==> config.mk <==
export PLATFORM = sky130hd
export DESIGN_NAME = uart9_tx
export DESIGN_NICKNAME = d
export VERILOG_FILES = /design/src/rtl/uart9_pkg.sv /design/src/rtl/uart9_rst_sync.sv /design/src/rtl/uart9_regs.sv /design/src/rtl/uart9_frame_build.sv /design/src/rtl/uart9_shifter.sv /design/src/rtl/uart9_tx.sv
export SDC_FILE = /design/constraint.sdc
export NUM_CORES = 1
export LEC_CHECK = 0
export BUFFER_PORTS_ARGS = -buffer_cell sky130_fd_sc_hd__buf_2
export CORE_MARGIN = 2
export CORE_UTILIZATION = 50
export CTS_CLUSTER_DIAMETER = 40
export DETAILED_ROUTE_END_ITERATION = 6
export PLACE_DENSITY = 0.79
export SETUP_SLACK_MARGIN = 0.3
export SLEW_MARGIN = 20
export SYNTH_ARGS = -nofsm -noshare
export SYNTH_HDL_FRONTEND = slang
export SYNTH_SLANG_ARGS = --single-unit
export TNS_END_PERCENT = 10
==> constraint.sdc <==
create_clock -name clk -period 1.35 [get_ports clk]
set_input_delay 0 -clock clk [delete_from_list [all_inputs] [get_ports clk]]
set_output_delay 0 -clock clk [all_outputs]
set_load 0.02 [all_outputs]
==> src/rtl/uart9_pkg.sv <==
package uart9_pkg;
  localparam int DATA_W   = 8;
  localparam int MIN_DATA = 5;
  localparam int CTRL_W   = 10;
  localparam int FRAME_W  = DATA_W + 3;
  localparam int CNT_W    = $clog2(FRAME_W + 1);
  localparam logic ADDR_DATA = 1'b0;
  localparam logic ADDR_CTRL = 1'b1;

  typedef struct packed {
    logic       nine_en;
    logic       addr_tx;
    logic       stick;
    logic [1:0] wlen;
    logic       fifo_en;
    logic       two_stop;
    logic       even;
    logic       par_en;
    logic       brk;
  } lcr_t;
endpackage

==> src/rtl/uart9_rst_sync.sv <==
module uart9_rst_sync (
  input  logic clk,
  input  logic rst_n,
  output logic rst_sync_n
);
  logic [1:0] sync_q;

  always_ff @(posedge clk or negedge rst_n) begin
    if (!rst_n) sync_q <= 2'b00;
    else        sync_q <= {sync_q[0], 1'b1};
  end

  assign rst_sync_n = sync_q[1];
endmodule

==> src/rtl/uart9_regs.sv <==
module uart9_regs
  import uart9_pkg::*;
#(
  parameter int REG_W = 32
) (
  input  logic              clk,
  input  logic              rst_n,
  input  logic              wr_en,
  input  logic              wr_addr,
  input  logic [REG_W-1:0]  wr_data,
  input  logic              rd_addr,
  output logic [REG_W-1:0]  rd_data,
  input  logic              pop,
  output lcr_t              lcr,
  output logic              hold_full,
  output logic [DATA_W-1:0] hold_data,
  output logic              hold_tag
);
  lcr_t              lcr_q, lcr_d;
  logic              full_q, full_d;
  logic [DATA_W-1:0] data_q, data_d;
  logic              tag_q, tag_d;
  logic              data_acc, ctrl_wr;
  logic              unused_wr;

  assign unused_wr = ^wr_data[REG_W-1:CTRL_W];
  assign data_acc  = wr_en && (wr_addr == ADDR_DATA) && !full_q;
  assign ctrl_wr   = wr_en && (wr_addr == ADDR_CTRL);

  always_comb begin
    lcr_d  = lcr_q;
    full_d = full_q;
    data_d = data_q;
    tag_d  = tag_q;
    if (ctrl_wr) begin
      lcr_d = lcr_t'(wr_data[CTRL_W-1:0]);
    end else if (data_acc) begin
      lcr_d.addr_tx = 1'b0;
    end
    if (data_acc) begin
      full_d = 1'b1;
      data_d = wr_data[DATA_W-1:0];
      tag_d  = lcr_q.nine_en & lcr_q.addr_tx;
    end else if (pop) begin
      full_d = 1'b0;
    end
  end

  always_ff @(posedge clk or negedge rst_n) begin
    if (!rst_n) begin
      lcr_q  <= '0;
      full_q <= 1'b0;
      data_q <= '0;
      tag_q  <= 1'b0;
    end else begin
      lcr_q  <= lcr_d;
      full_q <= full_d;
      data_q <= data_d;
      tag_q  <= tag_d;
    end
  end

  always_comb begin
    rd_data = '0;
    if (rd_addr == ADDR_CTRL) rd_data[CTRL_W-1:0] = lcr_q;
    else                      rd_data[DATA_W-1:0] = data_q;
  end

  assign lcr       = lcr_q;
  assign hold_full = full_q;
  assign hold_data = data_q;
  assign hold_tag  = tag_q;

  // an accepted character write leaves the address flag clear
  assert_flag_clear_R8: assert property (@(posedge clk) disable iff (!rst_n)
    (wr_en && wr_addr == ADDR_DATA && !full_q) |=> !lcr_q.addr_tx);

  // an unsent character stays put until the shifter takes it
  assert_hold_stable_R12: assert property (@(posedge clk) disable iff (!rst_n)
    (full_q && !pop) |=> (full_q && $stable(data_q)));
endmodule

==> src/rtl/uart9_frame_build.sv <==
module uart9_frame_build
  import uart9_pkg::*;
(
  input  lcr_t               lcr,
  input  logic [DATA_W-1:0]  data,
  input  logic               tag,
  output logic [FRAME_W-1:0] rest_bits,
  output logic [CNT_W-1:0]   rest_len
);
  int   ndata;
  logic par_x, par_bit, has_extra, extra;
  logic unused_lcr;

  assign unused_lcr = lcr.fifo_en ^ lcr.addr_tx ^ lcr.brk;

  always_comb begin
    ndata = MIN_DATA + int'(lcr.wlen);
    par_x = 1'b0;
    for (int i = 0; i < DATA_W; i++) begin
      if (i < ndata) par_x = par_x ^ data[i];
    end
    if (lcr.stick)     par_bit = ~lcr.even;
    else if (lcr.even) par_bit = par_x;
    else               par_bit = ~par_x;
    has_extra = lcr.nine_en | lcr.par_en;
    extra     = lcr.nine_en ? tag : par_bit;

    rest_bits = '1;
    for (int i = 0; i < DATA_W; i++) begin
      if (i < ndata) rest_bits[i] = data[i];
    end
    if (has_extra) rest_bits[ndata] = extra;
    rest_len = CNT_W'(ndata + int'(has_extra) + 1 + int'(lcr.two_stop));
  end
endmodule

==> src/rtl/uart9_shifter.sv <==
module uart9_shifter
  import uart9_pkg::*;
(
  input  logic               clk,
  input  logic               rst_n,
  input  logic               tick,
  input  logic               brk,
  input  logic               hold_full,
  input  logic [FRAME_W-1:0] rest_bits,
  input  logic [CNT_W-1:0]   rest_len,
  output logic               pop,
  output logic               txd
);
  logic [FRAME_W-1:0] sh_q, sh_d;
  logic [CNT_W-1:0]   cnt_q, cnt_d;
  logic               txd_q, txd_d;

  always_comb begin
    sh_d  = sh_q;
    cnt_d = cnt_q;
    txd_d = txd_q;
    pop   = 1'b0;
    if (tick) begin
      if (cnt_q != '0) begin
        txd_d = sh_q[0];
        sh_d  = {1'b1, sh_q[FRAME_W-1:1]};
        cnt_d = cnt_q - 1'b1;
      end else if (brk) begin
        txd_d = 1'b0;
      end else if (hold_full) begin
        pop   = 1'b1;
        txd_d = 1'b0;
        sh_d  = rest_bits;
        cnt_d = rest_len;
      end else begin
        txd_d = 1'b1;
      end
    end
  end

  always_ff @(posedge clk or negedge rst_n) begin
    if (!rst_n) begin
      sh_q  <= '1;
      cnt_q <= '0;
      txd_q <= 1'b1;
    end else begin
      sh_q  <= sh_d;
      cnt_q <= cnt_d;
      txd_q <= txd_d;
    end
  end

  assign txd = txd_q;

  // the remaining-bit count never exceeds the longest frame
  assert_cnt_bound_R4: assert property (@(posedge clk) disable iff (!rst_n)
    cnt_q <= CNT_W'(FRAME_W));

  // a boundary tick with break set drives the line low
  assert_break_low_R11: assert property (@(posedge clk) disable iff (!rst_n)
    (tick && cnt_q == '0 && brk) |=> !txd_q);
endmodule

==> src/rtl/uart9_tx.sv <==
module uart9_tx
  import uart9_pkg::*;
(
  input  logic        clk,
  input  logic        rst_n,
  input  logic        bit_tick,
  input  logic        wr_en,
  input  logic        wr_addr,
  input  logic [31:0] wr_data,
  input  logic        rd_addr,
  output logic [31:0] rd_data,
  output logic        tx_ready,
  output logic        txd
);
  logic               rst_sync_n;
  lcr_t               lcr;
  logic               hold_full, hold_tag, pop;
  logic [DATA_W-1:0]  hold_data;
  logic [FRAME_W-1:0] rest_bits;
  logic [CNT_W-1:0]   rest_len;

  uart9_rst_sync u_rst (
    .clk(clk), .rst_n(rst_n), .rst_sync_n(rst_sync_n)
  );

  uart9_regs #(.REG_W(32)) u_regs (
    .clk(clk), .rst_n(rst_sync_n), .wr_en(wr_en), .wr_addr(wr_addr),
    .wr_data(wr_data), .rd_addr(rd_addr), .rd_data(rd_data), .pop(pop),
    .lcr(lcr), .hold_full(hold_full), .hold_data(hold_data), .hold_tag(hold_tag)
  );

  uart9_frame_build u_build (
    .lcr(lcr), .data(hold_data), .tag(hold_tag),
    .rest_bits(rest_bits), .rest_len(rest_len)
  );

  uart9_shifter u_shift (
    .clk(clk), .rst_n(rst_sync_n), .tick(bit_tick), .brk(lcr.brk),
    .hold_full(hold_full), .rest_bits(rest_bits), .rest_len(rest_len),
    .pop(pop), .txd(txd)
  );

  assign tx_ready = !hold_full;

  // an accepted character write makes the block not ready
  assert_ready_drop_R12: assert property (@(posedge clk) disable iff (!rst_sync_n)
    (wr_en && wr_addr == ADDR_DATA && tx_ready) |=> !tx_ready);

  // taking a character puts the start bit on the line
  assert_start_bit_R4: assert property (@(posedge clk) disable iff (!rst_sync_n)
    pop |=> !txd);
endmodule

==> results of run 1 <==
==> per-layer routing <==
metal,vias to the layer above,GRT usage [%],wire [µm]
met5,-,0,0
met4,0,10.7,201
met3,17,4.36,418
met2,85,45.1,3310
met1,936,29.7,2350
li1,876,-,-
==> sequential cells by signal, indices dropped and copies added (netlist names) <==
signal	flops
u_shift.cnt_q	4
u_regs.hold_tag	1
u_shift.txd	1
u_shift.sh_q	11
u_regs.lcr	10
u_regs.hold_full	1
u_regs.hold_data	8
u_rst.sync_q	2
==> worst max-delay path, cell delays in order (launching register included) <==
cell and delay (ns):
dfrtp_2 0.46, inv_4 0.11, ha_1 0.26, ha_1 0.31
a21oi_1 0.16, nor2_1 0.07, xnor2_1 0.19, a21oi_1 0.10
a22o_1 0.19
==> cells in the mapped netlist (all sizes together), types with 3 or more instances <==
cell type  number  area [µm²]
nor3            7        35.0
a21oi          12        60.1
dfstp          12         315
mux2i           7        73.8
dfrtp          26         651
ha             10         125
nand2          12        45.0
nor2           12        45.0
mux2           25         282
buf            26         184
o21ai          13        72.6
xnor2           5        43.8
nor2b           5        31.3
xor2            3        26.3
a31oi           3        18.8
inv            13        48.8
==> metrics by stage <==
step / instances / total power, µW / hold WS, ns
after floorplan: 239 / 4010 / -0.296
after global placement: 331 / 5080 / -0.215
after detailed placement: 331 / 5210 / -0.213
after CTS: 356 / 6710 / 0.00468
after global routing: 357 / 7390 / 0.0263
final: 357 / 7020 / 0.0164
==> kinds of logic (layout without fill, tap and decap cells) <==
family / after synthesis / count (layout) / share of synthesized area (%)
AO/OA/AOI/OAI: 35 / 35 / 9.25
XOR/XNOR: 9 / 9 / 4.07
adder cells (fa/ha/maj): 11 / 11 / 6.38
buffers and inverters: 41 / 107 / 10.6
flip-flops: 38 / 38 / 42.5
multiplexers: 32 / 32 / 15.6
other: 2 / 23 / 0.330
AND/OR/NAND/NOR: 50 / 50 / 11.3
==> path summary, 6_finish.rpt <==
kind	from	to	slack [ns]	cells after the start
max	u_regs.lcr[6]$_DFFE_PN0P_	u_shift.cnt_q[3]$_DFFE_PN0P_	-0.61	8
min	rst_n	u_rst.sync_q[0]$_DFF_PN0_	0.02	2
max reg2reg	u_regs.lcr[6]$_DFFE_PN0P_	u_shift.cnt_q[3]$_DFFE_PN0P_	-0.61	8
min reg2reg	u_rst.sync_q[1]$_DFF_PN0_	u_regs.lcr[5]$_DFFE_PN0P_	0.28	1
max in group asynchronous	u_rst.sync_q[1]$_DFF_PN0_	u_shift.sh_q[4]$_DFFE_PN1P_	0.72	1
min in group clk	bit_tick	u_shift.txd$_DFFE_PN1P_	0.03	3
==> power groups by stage <==
stage               Combinational (µW)  Clock (µW)  Sequential [µW]
finish                            4210         840             1970
global route                      4480         882             2030
CTS                               3930         840             1930
detailed placement                3290           0             1920
global placement                  3190           0             1890
floorplan                         2060           0             1950
==> cell type report <==
cell class                 instances  area [µm²]  share of cell area (%)
clock inverter                     2        12.5                   0.389
sequential                        38         970                    30.1
tap                               52        65.1                    2.02
timing repair buffer              86         718                    22.3
inverter                          13        51.3                    1.59
clock buffer                       6        82.6                    2.57
multi-input combinational        160        1320                    41.0
==> repair_timing <==
action	in CTS	in global routing
setup buffers	3	0
setup endpoints to repair	37	39
hold buffers	14	0
gates cloned	0	1
pin swaps	7	7
gates resized for setup	62	18
hold endpoints to repair	21	0
==> metrics.cfg, run 1 <==
[run_status]
status=finished, violations left
violations=negative setup slack

[global_routing]
grt_overflow_total=0
grt_pass1_vias=1929
antenna_found_initial=0
grt_pass1_wl_um=9790
grt_start_max_net_pins=37
grt_usage_pct=25.2

[cts]
cts.path.max_buffers=2
clkTransAtPathRegs_ns=0.08
cts_tree=done
htreeDepth=2
insertion_delay_ns=0.30
clockRootBuffer=clkbuf_8
numClockSinks=38
cts_inserted_buffers=5

[timing]
setup_viol=18
hold_viol=0
max-slew-margin-rel_pct=65.6
fmax_ghz=0.511
period_share_pct=145
setup_ws_ns=-0.606
worstMarginPinSlew_ns=0.514
slew_viol_final=0
final.setup.tns_ns=-7.85
rsz0062_at_grt=yes
finClkSkew_ns=0.00775
fin_crit_ns=1.96

[layout]
utilization_pct=73.9
antenna_cells=0
fillCellCount=284
syn_to_final_growth_pct=41.5
layout-drive-gt1-share_pct=48.5
nets=353
final_cell_area_um2=3220
mostFrequentLayoutCells=buf_4, conb_1, dfrtp_1
final_common_cell=buf_4

[route]
wl_um=6270
vias=1914
wl_per_cell_um=17.6
vias_per_cell=5.36
first_pass_iters=4
detail_route.iter0.violations=113
antenna_left=0
drcViolationCount=0

[yosys]
synth_flop_cell=dfrtp_1
syn_avg_cell_area_um2=10.4
synthDistinctLibCells=40
ys_warn_count=0
synth_cells=218
async_reset_ff_share_pct=100
ys_seq_area_share_pct=42.5
synth-seq-cells=38
syn_area_um2=2270
synth-edff-count=0

[power_and_ir_drop]
p_comb_share_pct=59.9
power_leakage_uw=0.00151
peakVddDrop_mv=1.39
p_int_uw=4360
power.net_switching_uw=2670
seqPwrFrac_pct=28.1
swShare_pct=38.0
clockPowerShare_pct=12.0
power.density_nw_per_um2=2180

[flow_run]
max-cap-violations=0

[place]
preCtsSetupSlack_ns=-0.678
place_hpwl_um=3590
place_area_um2=2690
routabilityCongestion=0.843
portBuffers=27

[floorplan]
chipWidth_um=71.4
ios=72
initial_core_util_pct=52.2
core_um2=4350
dieArea_um2=5100
fp-row-count=24
die_y_um=71.4

[worst_setup_path]
setup.worst_path.class=reg2reg
start_kind=register
crit_fanout=4
cp.arrival_ns=2.15
end_kind=register
worstPathRequired_ns=1.54

[hold_path]
min_path_type=in2async

No activity file was read; power rests on OpenSTA's default activity.
==> inputs of run 2 (changes only) <==
--- a/config.mk
+++ b/config.mk
@@ -5,12 +5,14 @@
 export SDC_FILE = /design/constraint.sdc
 export NUM_CORES = 1
 export LEC_CHECK = 0
+export ABC_AREA = 1
 export BUFFER_PORTS_ARGS = -buffer_cell sky130_fd_sc_hd__buf_2
 export CORE_MARGIN = 2
 export CORE_UTILIZATION = 50
 export CTS_CLUSTER_DIAMETER = 40
+export CTS_CLUSTER_SIZE = 25
 export DETAILED_ROUTE_END_ITERATION = 6
-export PLACE_DENSITY = 0.79
+export PLACE_DENSITY = 0.78
 export SETUP_SLACK_MARGIN = 0.3
 export SLEW_MARGIN = 20
 export SYNTH_ARGS = -nofsm -noshare
==> constraint.sdc (replaced) <==
create_clock -name clk -period 2.55 [get_ports clk]
set_input_delay 0 -clock clk [delete_from_list [all_inputs] [get_ports clk]]
set_output_delay 0 -clock clk [all_outputs]
set_load 0.02 [all_outputs]
==> metrics.cfg, run 2 <==
[run_status]
status=finished clean

[worst_setup_path]
cp_slowest_cell=dfrtp_1
cp_cell_sequence=inv_1 -> ha_1 -> nand2_1 -> nor2_2 -> inv_4 -> nand2_1 -> nand2_1 -> inv_1 -> a21oi_1 -> a21oi_2
end_kind=register
cpPeakStageDelay_ns=0.39
crit_fanout=16
r2r_slack_ns=0.55
start_kind=register
setup.worst_path.class=reg2reg
worstPathRequired_ns=2.77
cp.arrival_ns=2.22
crit_top_cell=nand2_1

[yosys]
synth_cells=308
yosysTopAreaCellShare_pct=27.3
syn_avg_cell_area_um2=7.73
yosys.area.top_type=dfrtp_1
ys_warn_count=0
async_reset_ff_share_pct=100
synth-edff-count=0
syn_area_um2=2380
synth_flop_cell=dfrtp_1
ys_seq_area_share_pct=40.6
synthDistinctLibCells=34
synth-seq-cells=38
ys_top_cells_by_area=dfrtp_1, dfstp_2, nand2_1
synthTopCellsByCount=nand2_1, inv_1, dfrtp_1
yosysMostFrequentCell=nand2_1

[timing]
setup_viol=0
slew_viol_final=0
finClkSkew_ns=0.00556
hold_viol=0
rsz0062_at_grt=no
final.setup.tns_ns=0
fin_crit_ns=2.00
max-slew-margin-rel_pct=58.4
period_share_pct=78.5
worstMarginPinSlew_ns=0.622
fmax_ghz=0.500

[layout]
final_cell_area_um2=2710
top_register=u_shift.sh_q
mostFrequentLayoutCells=nand2_1, inv_1, buf_2
syn_to_final_growth_pct=13.9
antenna_cells=0
final_common_cell=nand2_1
layout-drive-gt1-share_pct=20.9
largest_reg_flops=11
nets=398

[floorplan]
fp-row-count=25
dieArea_um2=5330
chipWidth_um=73.0
initial_core_util_pct=51.1
ios=72
core_um2=4660
die_y_um=73.0

[route]
vias=1991
wl_um=4590
antenna_left=0
first_pass_iters=4
wl_per_cell_um=11.4
detail_route.iter0.violations=72
vias_per_cell=4.93
drcViolationCount=0

[power_and_ir_drop]
power_leakage_uw=0.00141
peakVddDrop_mv=0.565
power.density_nw_per_um2=971

[cts]
insertion_delay_ns=0.29
clkTransAtPathRegs_ns=0.07
numClockSinks=38
cts_tree=done
cts.path.max_buffers=2
clockRootBuffer=clkbuf_8
cts_inserted_buffers=5
htreeDepth=2

[global_routing]
antenna_found_initial=0
grt_overflow_total=0
grt_usage_pct=18.8
grt_start_max_net_pins=21
grt_pass1_vias=1824
grt_pass1_wl_um=7840

[place]
place_hpwl_um=3330
portBuffers=27
routabilityCongestion=0.882
place_area_um2=2490

[flow_run]
max-cap-violations=0

[hold_path]
min_path_type=in2async

-- run 2: changes by cell type in the layout (fill, tap and decap cells not counted), moves of 13 or more --
cell and change:
nand2_1 +64, inv_1 +31, buf_4 -28, buf_6 -22
o21ai_0 +15, mux2_4 -13
-- run 2: layer usage --
layer / wire length [µm] / vias to the layer above / global-route usage (%)
li1: - / 1007 / -
met1: 2110 / 921 / 23.3
met2: 2190 / 54 / 31.9
met3: 192 / 9 / 4.28
met4: 102 / 0 / 7.00
met5: 0 / - / 0
-- run 2: worst paths after layout --
path / from / end / cells past startpoint
worst max-delay path: u_shift.cnt_q[0]$_DFFE_PN0P_ / u_shift.sh_q[8]$_DFFE_PN1P_ / 10
worst min-delay path: rst_n / u_rst.sync_q[0]$_DFF_PN0_ / 2
worst max register to register: u_shift.cnt_q[0]$_DFFE_PN0P_ / u_shift.sh_q[8]$_DFFE_PN1P_ / 10
worst min register to register: u_rst.sync_q[1]$_DFF_PN0_ / u_regs.hold_data[6]$_DFFE_PN0P_ / 1
max in group asynchronous: u_rst.sync_q[1]$_DFF_PN0_ / u_shift.sh_q[1]$_DFFE_PN1P_ / 1
min in group clk: u_rst.sync_q[0]$_DFF_PN0_ / u_rst.sync_q[1]$_DFF_PN0_ / 0
-- run 2: where the power goes --
part	total (µW)	switching [µW]	leakage (µW)	internal, µW
clock	426	209	0.0000472	217
sequential	1040	178	0.000442	864
combinational	1170	726	0.000924	439
-- run 2: area by class of cell --
cell class | instances | area [µm²]
Clock buffer | 6 | 82.6
Timing Repair Buffer | 44 | 295
Fill cell | 398 | 1950
Multi-Input combinational cell | 215 | 1110
Tap cell | 54 | 67.6
Clock inverter | 2 | 12.5
Sequential cell | 38 | 966
Inverter | 45 | 173
-- run 2: repair_timing --
| item | CTS | global route |
|---|---|---|
| resized for setup | 0 | 0 |
| setup buffers | 0 | 0 |
| endpoints found under the hold margin | 21 | 0 |
| hold buffers | 13 | 0 |
-- run 2: stage by stage --
| step | worst slack, ns | total power, µW | instances | util [%] | hold slack (ns) |
|---|---|---|---|---|---|
| after floorplan | 0.818 | 1950 | 329 | - | -0.296 |
| after global placement | 0.605 | 2150 | 383 | 53.3 | -0.213 |
| after detailed placement | 0.563 | 2190 | 383 | 53.3 | -0.212 |
| after CTS | 0.541 | 2640 | 404 | 58.2 | 0.0167 |
| after global routing | 0.316 | 2870 | 404 | 58.2 | 0.0290 |
| final | 0.549 | 2630 | 404 | 58.2 | 0.0248 |
-- run 2: critical path, delay by kind of cell, from the launching register on --
family                   cells  cell delay [ns]
AO/OA/AOI/OAI                2             0.27
flip-flops                   1             0.39
buffers and inverters        3             0.43
adder cells (fa/ha/maj)      1             0.23
AND/OR/NAND/NOR              4             0.61
-- run 2: cell families (layout without fill, tap and decap cells) --
family | Yosys count | after routing | synth area share (%)
simple gates | 121 | 121 | 22.8
other cells | 2 | 23 | 0.316
xor+xnor | 2 | 2 | 0.736
fa+ha+maj | 11 | 11 | 6.10
flops | 38 | 38 | 40.6
compound gates | 58 | 58 | 13.6
buf+inv | 76 | 97 | 15.9
